`config.mk`:
```
export PLATFORM = sky130hd
export DESIGN_NAME = sync_block_framer
export DESIGN_NICKNAME = d
export VERILOG_FILES = /design/src/rtl/framer_pkg.sv /design/src/rtl/fr_shift.sv /design/src/rtl/fr_bitpos.sv /design/src/rtl/fr_ctrl.sv /design/src/rtl/sync_block_framer.sv
export SDC_FILE = /design/constraint.sdc
export NUM_CORES = 1
export LEC_CHECK = 0
export ABC_AREA = 1
export BUFFER_PORTS_ARGS = -buffer_cell sky130_fd_sc_hd__buf_2
export CAP_MARGIN = 20
export CORE_MARGIN = 3
export CORE_UTILIZATION = 48
export DETAILED_ROUTE_END_ITERATION = 6
export PLACE_DENSITY_LB_ADDON = 0.3
export SKIP_CTS_REPAIR_TIMING = 1
export SLEW_MARGIN = 40
export SYNTH_ARGS = -nofsm -noshare
export SYNTH_HDL_FRONTEND = slang
export SYNTH_SLANG_ARGS = --single-unit
```
`constraint.sdc`:
```
create_clock -name clk -period 1.4 [get_ports clk]
set_input_delay 0.28 -clock clk [delete_from_list [all_inputs] [get_ports clk]]
set_output_delay 0.28 -clock clk [all_outputs]
set_load 0.1 [all_outputs]
```
`src/rtl/framer_pkg.sv`:
```
package framer_pkg;
    localparam int BYTE_W = 8;
    localparam int CNT_W  = $clog2(BYTE_W);

    typedef logic [BYTE_W-1:0] byte_t;

    localparam byte_t SYN_CHAR  = 8'h16;
    localparam byte_t ONES_CHAR = 8'hFF;
    localparam byte_t FLAG_CHAR = 8'hFE;

    typedef enum logic {
        PRE_SYN  = 1'b0,
        PRE_FLAG = 1'b1
    } pre_style_e;

    typedef enum logic [1:0] {
        ST_HUNT,
        ST_CONFIRM,
        ST_GAP,
        ST_DATA
    } fr_state_e;

    typedef struct packed {
        byte_t data;
        logic  vld;
        logic  sob;
        logic  eob;
    } fr_out_t;

    // byte searched at every bit position while hunting
    function automatic byte_t hunt_code(pre_style_e s);
        return (s == PRE_FLAG) ? ONES_CHAR : SYN_CHAR;
    endfunction

    // aligned byte that closes a block
    function automatic byte_t close_code(pre_style_e s);
        return (s == PRE_FLAG) ? FLAG_CHAR : SYN_CHAR;
    endfunction
endpackage

```
`src/rtl/fr_shift.sv`:
```
module fr_shift
    import framer_pkg::*;
#(
    parameter int W = BYTE_W
) (
    input  logic         clk,
    input  logic         rst,
    input  logic         en,
    input  logic         din,
    output logic [W-1:0] win_next
);
    logic [W-1:0] win;

    assign win_next = {win[W-2:0], din};

    always_ff @(posedge clk) begin
        if (rst)
            win <= '0;
        else if (en)
            win <= win_next;
    end
endmodule

```
`src/rtl/fr_bitpos.sv`:
```
module fr_bitpos
    import framer_pkg::*;
#(
    parameter int W  = BYTE_W,
    parameter int CW = $clog2(W)
) (
    input  logic clk,
    input  logic rst,
    input  logic en,
    input  logic realign,
    output logic byte_done
);
    localparam logic [CW-1:0] LAST = CW'(W - 1);

    logic [CW-1:0] pos;

    assign byte_done = en && (pos == LAST);

    always_ff @(posedge clk) begin
        if (rst)
            pos <= '0;
        else if (en) begin
            if (realign || pos == LAST)
                pos <= '0;
            else
                pos <= pos + 1'b1;
        end
    end
endmodule

```
`src/rtl/fr_ctrl.sv`:
```
module fr_ctrl
    import framer_pkg::*;
(
    input  logic       clk,
    input  logic       rst,
    input  logic       abort,
    input  logic       en,
    input  pre_style_e style,
    input  byte_t      win_next,
    input  logic       byte_done,
    output logic       realign,
    output fr_out_t    out_q,
    output logic       hunting
);
    fr_state_e state;

    assign hunting = (state == ST_HUNT);
    assign realign = hunting && en && (win_next == hunt_code(style));

    always_ff @(posedge clk) begin
        if (rst || abort) begin
            state <= ST_HUNT;
            out_q <= '0;
        end else begin
            out_q.vld <= 1'b0;
            out_q.sob <= 1'b0;
            out_q.eob <= 1'b0;
            unique case (state)
                ST_HUNT: begin
                    if (realign)
                        state <= ST_CONFIRM;
                end
                ST_CONFIRM: begin
                    if (byte_done) begin
                        if (style == PRE_SYN)
                            state <= (win_next == SYN_CHAR) ? ST_GAP : ST_HUNT;
                        else if (win_next == FLAG_CHAR)
                            state <= ST_GAP;
                        else if (win_next != ONES_CHAR)
                            state <= ST_HUNT;
                    end
                end
                ST_GAP: begin
                    if (byte_done) begin
                        if (style == PRE_SYN && win_next == SYN_CHAR) begin
                            state <= ST_GAP;
                        end else if (style == PRE_FLAG && win_next == FLAG_CHAR) begin
                            out_q.eob <= 1'b1;
                            state     <= ST_HUNT;
                        end else begin
                            out_q.data <= win_next;
                            out_q.vld  <= 1'b1;
                            out_q.sob  <= 1'b1;
                            state      <= ST_DATA;
                        end
                    end
                end
                ST_DATA: begin
                    if (byte_done) begin
                        if (win_next == close_code(style)) begin
                            out_q.eob <= 1'b1;
                            state     <= ST_HUNT;
                        end else begin
                            out_q.data <= win_next;
                            out_q.vld  <= 1'b1;
                        end
                    end
                end
                default: state <= ST_HUNT;
            endcase
        end
    end
endmodule

```
`src/rtl/sync_block_framer.sv`:
```
module sync_block_framer
    import framer_pkg::*;
(
    input  logic              clk,
    input  logic              rst,
    input  logic              bit_en,
    input  logic              bit_in,
    input  logic              mode,
    input  logic              abort,
    output logic [BYTE_W-1:0] byte_out,
    output logic              byte_vld,
    output logic              blk_start,
    output logic              blk_end,
    output logic              hunting
);
    byte_t   win_next;
    logic    byte_done;
    logic    realign;
    fr_out_t out_q;

    fr_shift #(.W(BYTE_W)) u_shift (
        .clk      (clk),
        .rst      (rst),
        .en       (bit_en),
        .din      (bit_in),
        .win_next (win_next)
    );

    fr_bitpos #(.W(BYTE_W), .CW(CNT_W)) u_pos (
        .clk       (clk),
        .rst       (rst),
        .en        (bit_en),
        .realign   (realign),
        .byte_done (byte_done)
    );

    fr_ctrl u_ctrl (
        .clk       (clk),
        .rst       (rst),
        .abort     (abort),
        .en        (bit_en),
        .style     (pre_style_e'(mode)),
        .win_next  (win_next),
        .byte_done (byte_done),
        .realign   (realign),
        .out_q     (out_q),
        .hunting   (hunting)
    );

    assign byte_out  = out_q.data;
    assign byte_vld  = out_q.vld;
    assign blk_start = out_q.sob;
    assign blk_end   = out_q.eob;
endmodule

```
== Yosys cells after proc, flatten, opt, wreduce, memory -nomap -nowiden ==
Cells that the tools add are included.

* Output and inout port bits: 12
* Logic and storage cells: 66
* Register bits: 23

* Add/sub/neg operators: 1
* Eq/ne operators: 18
* Reductions and logical operators: 12
* Bitwise logic cells: 3
* Multiplexer cells: 25

{| class="wikitable"
|+ Operator list
! operator !! count
|-
| 2-to-1 mux 11 bit || 2
|-
| 2-to-1 mux 2 bit || 11
|-
| 2-to-1 mux 9 bit || 2
|-
| case mux 9 bit (2 select lines) || 1
|-
| equality test 8 bit || 2
|-
| 2-to-1 mux 8 bit || 2
|-
| inequality test 2 bit, second input constant || 7
|-
| AND reduction 6 bit || 2
|-
| 2-to-1 mux 10 bit || 1
|-
| equality test 8 x 5 -> 1 bit, second input constant || 1
|-
| equality test 8 bit, second input constant || 1
|-
| inequality test 8 bit, second input constant || 1
|-
| case mux 2 bit (4 select lines) || 1
|-
| logical AND 1 bit || 5
|-
| equality test 2 bit, second input constant || 2
|-
| inequality test 4 x 2 -> 1 bit, second input constant || 1
|-
| OR reduction 4 bit || 1
|-
| adder 3 x 1 -> 3 bit, second input constant || 1
|-
| equality test 3 bit, second input constant || 1
|-
| 2-to-1 mux 1 bit || 3
|-
| 2-to-1 mux 3 bit || 1
|-
| inverter 1 bit || 3
|-
| equality test 2 x 1 -> 1 bit, second input constant || 1
|-
| logical NOT 2 bit || 1
|-
| 4 further kinds || 5
|}

== Logic depth before layout (Yosys ltp) ==
* Depth after elaboration: 6
* Gate-level depth with buffers: 11

== By module ==
Synthesis repeated with hierarchy kept, for this count alone.

* Cell total of the unflattened synthesis: 189
* Area total of the unflattened synthesis: 1,234.9 um^2

{| class="wikitable"
|+ Modules (own cells, without submodules)
! module !! area an instance (um^2) !! times used !! cells each
|-
| fr_ctrl || 779.5 || 1 || 124
|-
| fr_shift || 294.0 || 1 || 45
|-
| fr_bitpos || 161.4 || 1 || 20
|}

== Worst setup path after synthesis ==
OpenSTA, ideal clock, no wires.

* Kind: reg-to-reg
* From: register u_ctrl.state[1]
* To: register u_ctrl.state[0]
* Clock period less this slack: 1,578 ps
* Arrival time: 1,465 ps
* Setup slack: -178 ps
* Cell stages (with the launch flop): 9
* Path through: dfxtp_1 > inv_2 > nand2_1 > inv_1 > nand2_1 > nand3_2 > nand2_1 > nand2_1 > nor2_1

* Longest elaborated chain between the ends: 5
* Elaborated cells on any way between the ends: 14

{| class="wikitable"
|+ Ends and longest elaborated chain
! element !! RTL line !! source
|-
| from (decl) || fr_ctrl.sv:15 || <nowiki>fr_state_e state;</nowiki>
|-
| from (signal assigned) || fr_ctrl.sv:36 || <nowiki>state <= (win_next == SYN_CHAR) ? ST_GAP : ST_HUNT;</nowiki>
|-
| logical NOT 2 bit (*) || fr_ctrl.sv:17 || <nowiki>assign hunting = (state == ST_HUNT);</nowiki>
|-
| net hunting || sync_block_framer.sv:14 || <nowiki>output logic hunting</nowiki>
|-
| logical AND 1 bit (2 in a row) || fr_ctrl.sv:18 || <nowiki>assign realign = hunting && en && (win_next == hunt_code(style));</nowiki>
|-
| inequality test 2 bit (no line) || - ||
|-
| AND reduction 6 bit (no line) || - ||
|}

The timed path passes the listed nets; every way through them passes the cells marked *.
A chain may end at the register's enable or synchronous reset.

== Worst setup path in the final report ==
* From: register u_shift.win[1]
* To: register, netlist name u_ctrl.out_q[9]

* Longest elaborated chain between the ends: 4
* Elaborated cells on any way between the ends: 9

{| class="wikitable"
|+ Ends and longest elaborated chain
! element !! RTL line !! source
|-
| from (decl) || fr_shift.sv:12 || <nowiki>logic [W-1:0] win;</nowiki>
|-
| from (signal assigned) || fr_shift.sv:20 || <nowiki>win <= win_next;</nowiki>
|-
| equality test 8 x 5 -> 1 bit or equality test 8 bit (tied branches) || fr_ctrl.sv:45, fr_ctrl.sv:47 ||
|-
| logical AND 1 bit (on tied branches) || fr_ctrl.sv:45, fr_ctrl.sv:47 ||
|-
| inequality test 2 bit (no line) || - ||
|-
| AND reduction 6 bit (no line) (*) || - ||
|}

Every way passes the cells marked *; elsewhere a longest branch is shown, timed or not.

==> results.txt <==
----------------------------------------------------
[Setup path]
  Slowest-stage cell, CP ... sky130_fd_sc_hd__dfxtp_2
  Cell type with the highest occurrence count on the critical path ... sky130_fd_sc_hd__nor2_4
  Critical Path Max Stage Delay ... about 0.43 ns
  Startpoint-to-endpoint class of the critical path ... reg2reg
  CP top delay family ... simple AND/OR/NAND/NOR gates
  Maximum fanout along the worst path ... 8
  Buf+Inv Stages, Crit Path ... 0
  Required time of the critical path ... about 1.6 ns
  Worst Setup End Kind ... flip-flop
  Critical Path Source Type ... flip-flop
  Critical path data arrival time ... 1.67 ns
  Cell Chain, Critical Path ... nand2_2 > nor2_4 > nand3b_4 > nand2_4 > nor2_4 > o21ai_4 > nand2_1 > a21oi_1

[Timing]
  Maximum achievable frequency ... ~0.7 GHz
  Final-layout setup total negative slack ... -0.0570 ns
  Fin Clk Skew ... 0.00359 ns
  Shortest period the worst path allows ... 1.43 ns
  Worst-margin pin slew ... approximately 0.5 ns
  RSZ-0062 raised after global routing ... true
  Number of hold-slack violations in the final timing report ... 0
  Worst Slack Setup Final ... -0.0335 ns
  Slew margin rel. ... 0.677
  Slew Limit Fails ... 0
  Final clock period utilization by the worst path ... 1.02
  Count of endpoints failing setup in the final report ... 3

[Yosys]
  Post-Synthesis Mean Instance Area ... roughly 7 um^2
  Synthesized instance count ... between 150 and 200
  Register bit total from synthesis ... 23
  Post-Syn Nets ... roughly 170
  Sequential element share of the synthesized area ... 0.406
  Mux share of post-synthesis cell area ... 0
  Area share of xor/xnor cells in the synthesized design ... 0
  Post-synth design cell area ... ~0.0011 mm^2
  Main combinational cell family by area after synthesis ... simple AND/OR/NAND/NOR gates
  Basic-gate share of the synthesized area counting and, or, nand and nor cells ... 0.380
  Area fraction in compound gates after synthesis ... 0.136
  Adder and majority gate portion of the synthesized area ... 0.0221
  Count of warnings emitted by yosys ... 0
  Netlist cell types ... 23

[Layout]
  Number of inserted diodes ... 0
  Fill cell instance count of the final layout ... ~150
  Sequential standard cell area ... about 500 um^2
  Layout cells sized above 1 ... 0.453
  Finished Cell Area ... around 0.0016 mm^2
  Synth-to-layout area growth ... 38.6%
  Layout net count ... 199
  Final core utilization ... 0.748
  Area taken by multi-input logic gates ... between 700 and 800 um^2

[Placed design]
  DP Area ... roughly 0.0013 mm^2
  Half-perimeter wire length after placement ... 1.95 mm
  GPL Wtd Cong ... approximately 0.9
  Count of buffers from port buffering ... 17

[Status]
  Run status ... complete, but fails checks
  Failing checks ... negative setup slack

[Drt]
  Routed wl met2 ... around 1.5 mm
  Top Metal Used ... met4
  ANT nets after route ... 0
  Total met3 wirelength after detailed routing ... about 130 um
  DRT Pass-1 Iters ... 4
  DRC violation total after the first TritonRoute iteration ... 37
  Avg WL per Cell ... 13.8 um
  Total via count in the routed design ... roughly 1.2k
  Met1 routed wirelength after detailed routing ... roughly 1.3 mm
  Detailed Route WL ... around 3 mm
  Drt drc ... 0
  Via count normalized by instance count ... 5.40

[Clock network]
  Clock tree from TritonCTS ... yes
  CTS Root Cell ... sky130_fd_sc_hd__clkbuf_4
  Clock Path Buffers ... 2
  Clock sinks ... 23
  Register clock-pin slew on the reported worst setup and hold paths ... roughly 0.13 ns
  CTS H-tree depth ... 1
  Clock Latency Late Sink ... 0.31 ns
  Number of buffers inserted during clock tree synthesis ... 3

[Die]
  Width of the chip ... approximately 55 um
  Core Footprint ... ~0.0021 mm^2
  Starting density of the core ... 0.540
  Top-Level Pins ... 18
  Vertical extent of the die ... 54.6 um
  Full die area ... roughly 0.0030 mm^2
  Std-Cell Rows ... 16

[Power and ir drop]
  Power density of the placed cells ... ~700 mW/mm^2
  Leakage ... 0.673 nW
  Worst ir drop on vdd ... about 0.67 mV

[Global route]
  Total grt overflow ... 0
  Antenna violations before repair ... 0
  Vias in the first global route ... 1099
  Global-route wire length before repair ... between 4 and 5 mm
  Pin count of the biggest net entering global routing ... 14
  GRT Total Usage ... 0.208

[Hold path]
  Worst hold path class ... in2reg

[Job]
  Maximum capacitance violations ... 0

----------------------------------------------------
## flip-flops by register name (all words and copies together), names as in the netlist
register and flops:
u_shift.win 7, u_pos.pos 3, u_ctrl.out_q 11, u_ctrl.state 2
## synthesized netlist by cell type
| library cell | count | area share |
|---|---|---|
| sky130_fd_sc_hd__nand2_2 | 4 | 0.022 |
| sky130_fd_sc_hd__inv_2 | 4 | 0.013 |
| sky130_fd_sc_hd__o21a_1 | 1 | 0.0066 |
| sky130_fd_sc_hd__nand3_2 | 2 | 0.018 |
| sky130_fd_sc_hd__nand3_1 | 6 | 0.026 |
| sky130_fd_sc_hd__nor2_2 | 2 | 0.011 |
| sky130_fd_sc_hd__ha_1 | 2 | 0.022 |
| sky130_fd_sc_hd__inv_1 | 11 | 0.036 |
| sky130_fd_sc_hd__and3_1 | 1 | 0.0055 |
| sky130_fd_sc_hd__a21oi_1 | 18 | 0.079 |
| sky130_fd_sc_hd__clkbuf_1 | 1 | 0.0033 |
| sky130_fd_sc_hd__o21ai_0 | 8 | 0.035 |
| sky130_fd_sc_hd__clkinv_1 | 1 | 0.0033 |
| sky130_fd_sc_hd__nor2_1 | 16 | 0.053 |
| sky130_fd_sc_hd__nand4_2 | 2 | 0.022 |
| sky130_fd_sc_hd__o21ai_4 | 1 | 0.014 |
| sky130_fd_sc_hd__nor2_4 | 2 | 0.020 |
| sky130_fd_sc_hd__nand4_1 | 2 | 0.011 |
| sky130_fd_sc_hd__nand3b_4 | 1 | 0.018 |
| sky130_fd_sc_hd__or2_0 | 1 | 0.0055 |
| sky130_fd_sc_hd__nand2_1 | 48 | 0.16 |
| sky130_fd_sc_hd__nand2_4 | 1 | 0.0099 |
| sky130_fd_sc_hd__dfxtp_1 | 23 | 0.41 |
## cells by family (layout without fill, tap and decap cells)
kind of cell	Yosys count	count (layout)
adders and majority gates	2	2
and+or+nand+nor	88	88
DFF	23	23
AOI/OAI and AO/OA	28	28
buffers and inverters	17	49
## layout by cell type, fill, tap and decap left out, drive strengths merged, types with 2 or more instances in the layout
master   n
nor2    20
nand3    8
o21ai    9
a21oi   18
buf     22
inv     14
ha       2
nand4    4
clkinv   2
dfxtp   23
nand2   53
clkbuf  10
## metrics by stage
step	std cells	power, W	setup WS (ns)	hold WS (ns)
2_1_floorplan	158	0.000759	-0.0164	0.349
3_3_place_gp	205	0.000792	0.0171	0.446
3_5_place_dp	205	0.000798	-0.0366	0.454
4_1_cts	209	0.00111	-0.0934	0.167
5_1_grt	217	0.00118	-0.0937	0.198
6_report	217	0.00113	-0.0335	0.179
## final timing paths
kind | start | end | slack (ns) | cells past startpoint
worst min register to register | u_ctrl.out_q[4] | u_ctrl.out_q[4] | 0.47 | 2
worst min-delay path | rst | u_pos.pos[1] | 0.18 | 2
worst max register to register | u_shift.win[1] | u_ctrl.out_q[9] | -0.03 | 8
worst max-delay path | u_shift.win[1] | u_ctrl.out_q[9] | -0.03 | 8
## where the power goes
| part | total [W] | internal [W] | switching (W) | leakage, nW |
|---|---|---|---|---|
| Clock | 0.000313 | 0.000107 | 0.000207 | 0.0177 |
| Sequential | 0.000695 | 0.000669 | 0.0000260 | 0.193 |
| Combinational | 0.000118 | 0.0000472 | 0.0000707 | 0.462 |
## per-layer routing
metal  track usage  vias to the layer above
met5             0                        -
met4         0.108                        0
met3        0.0300                        8
met2         0.366                       38
met1         0.240                      550
li1              -                      576
## cell type report
class,instances,share of cell area
multi-input cells,118,0.474
clock buffers,3,0.0143
well taps,27,0.0215
repair buffers,29,0.132
clock inverters,1,0.00318
flip-flops and latches,23,0.309
inverters,16,0.0453
(Power assumes the default switching activity.)
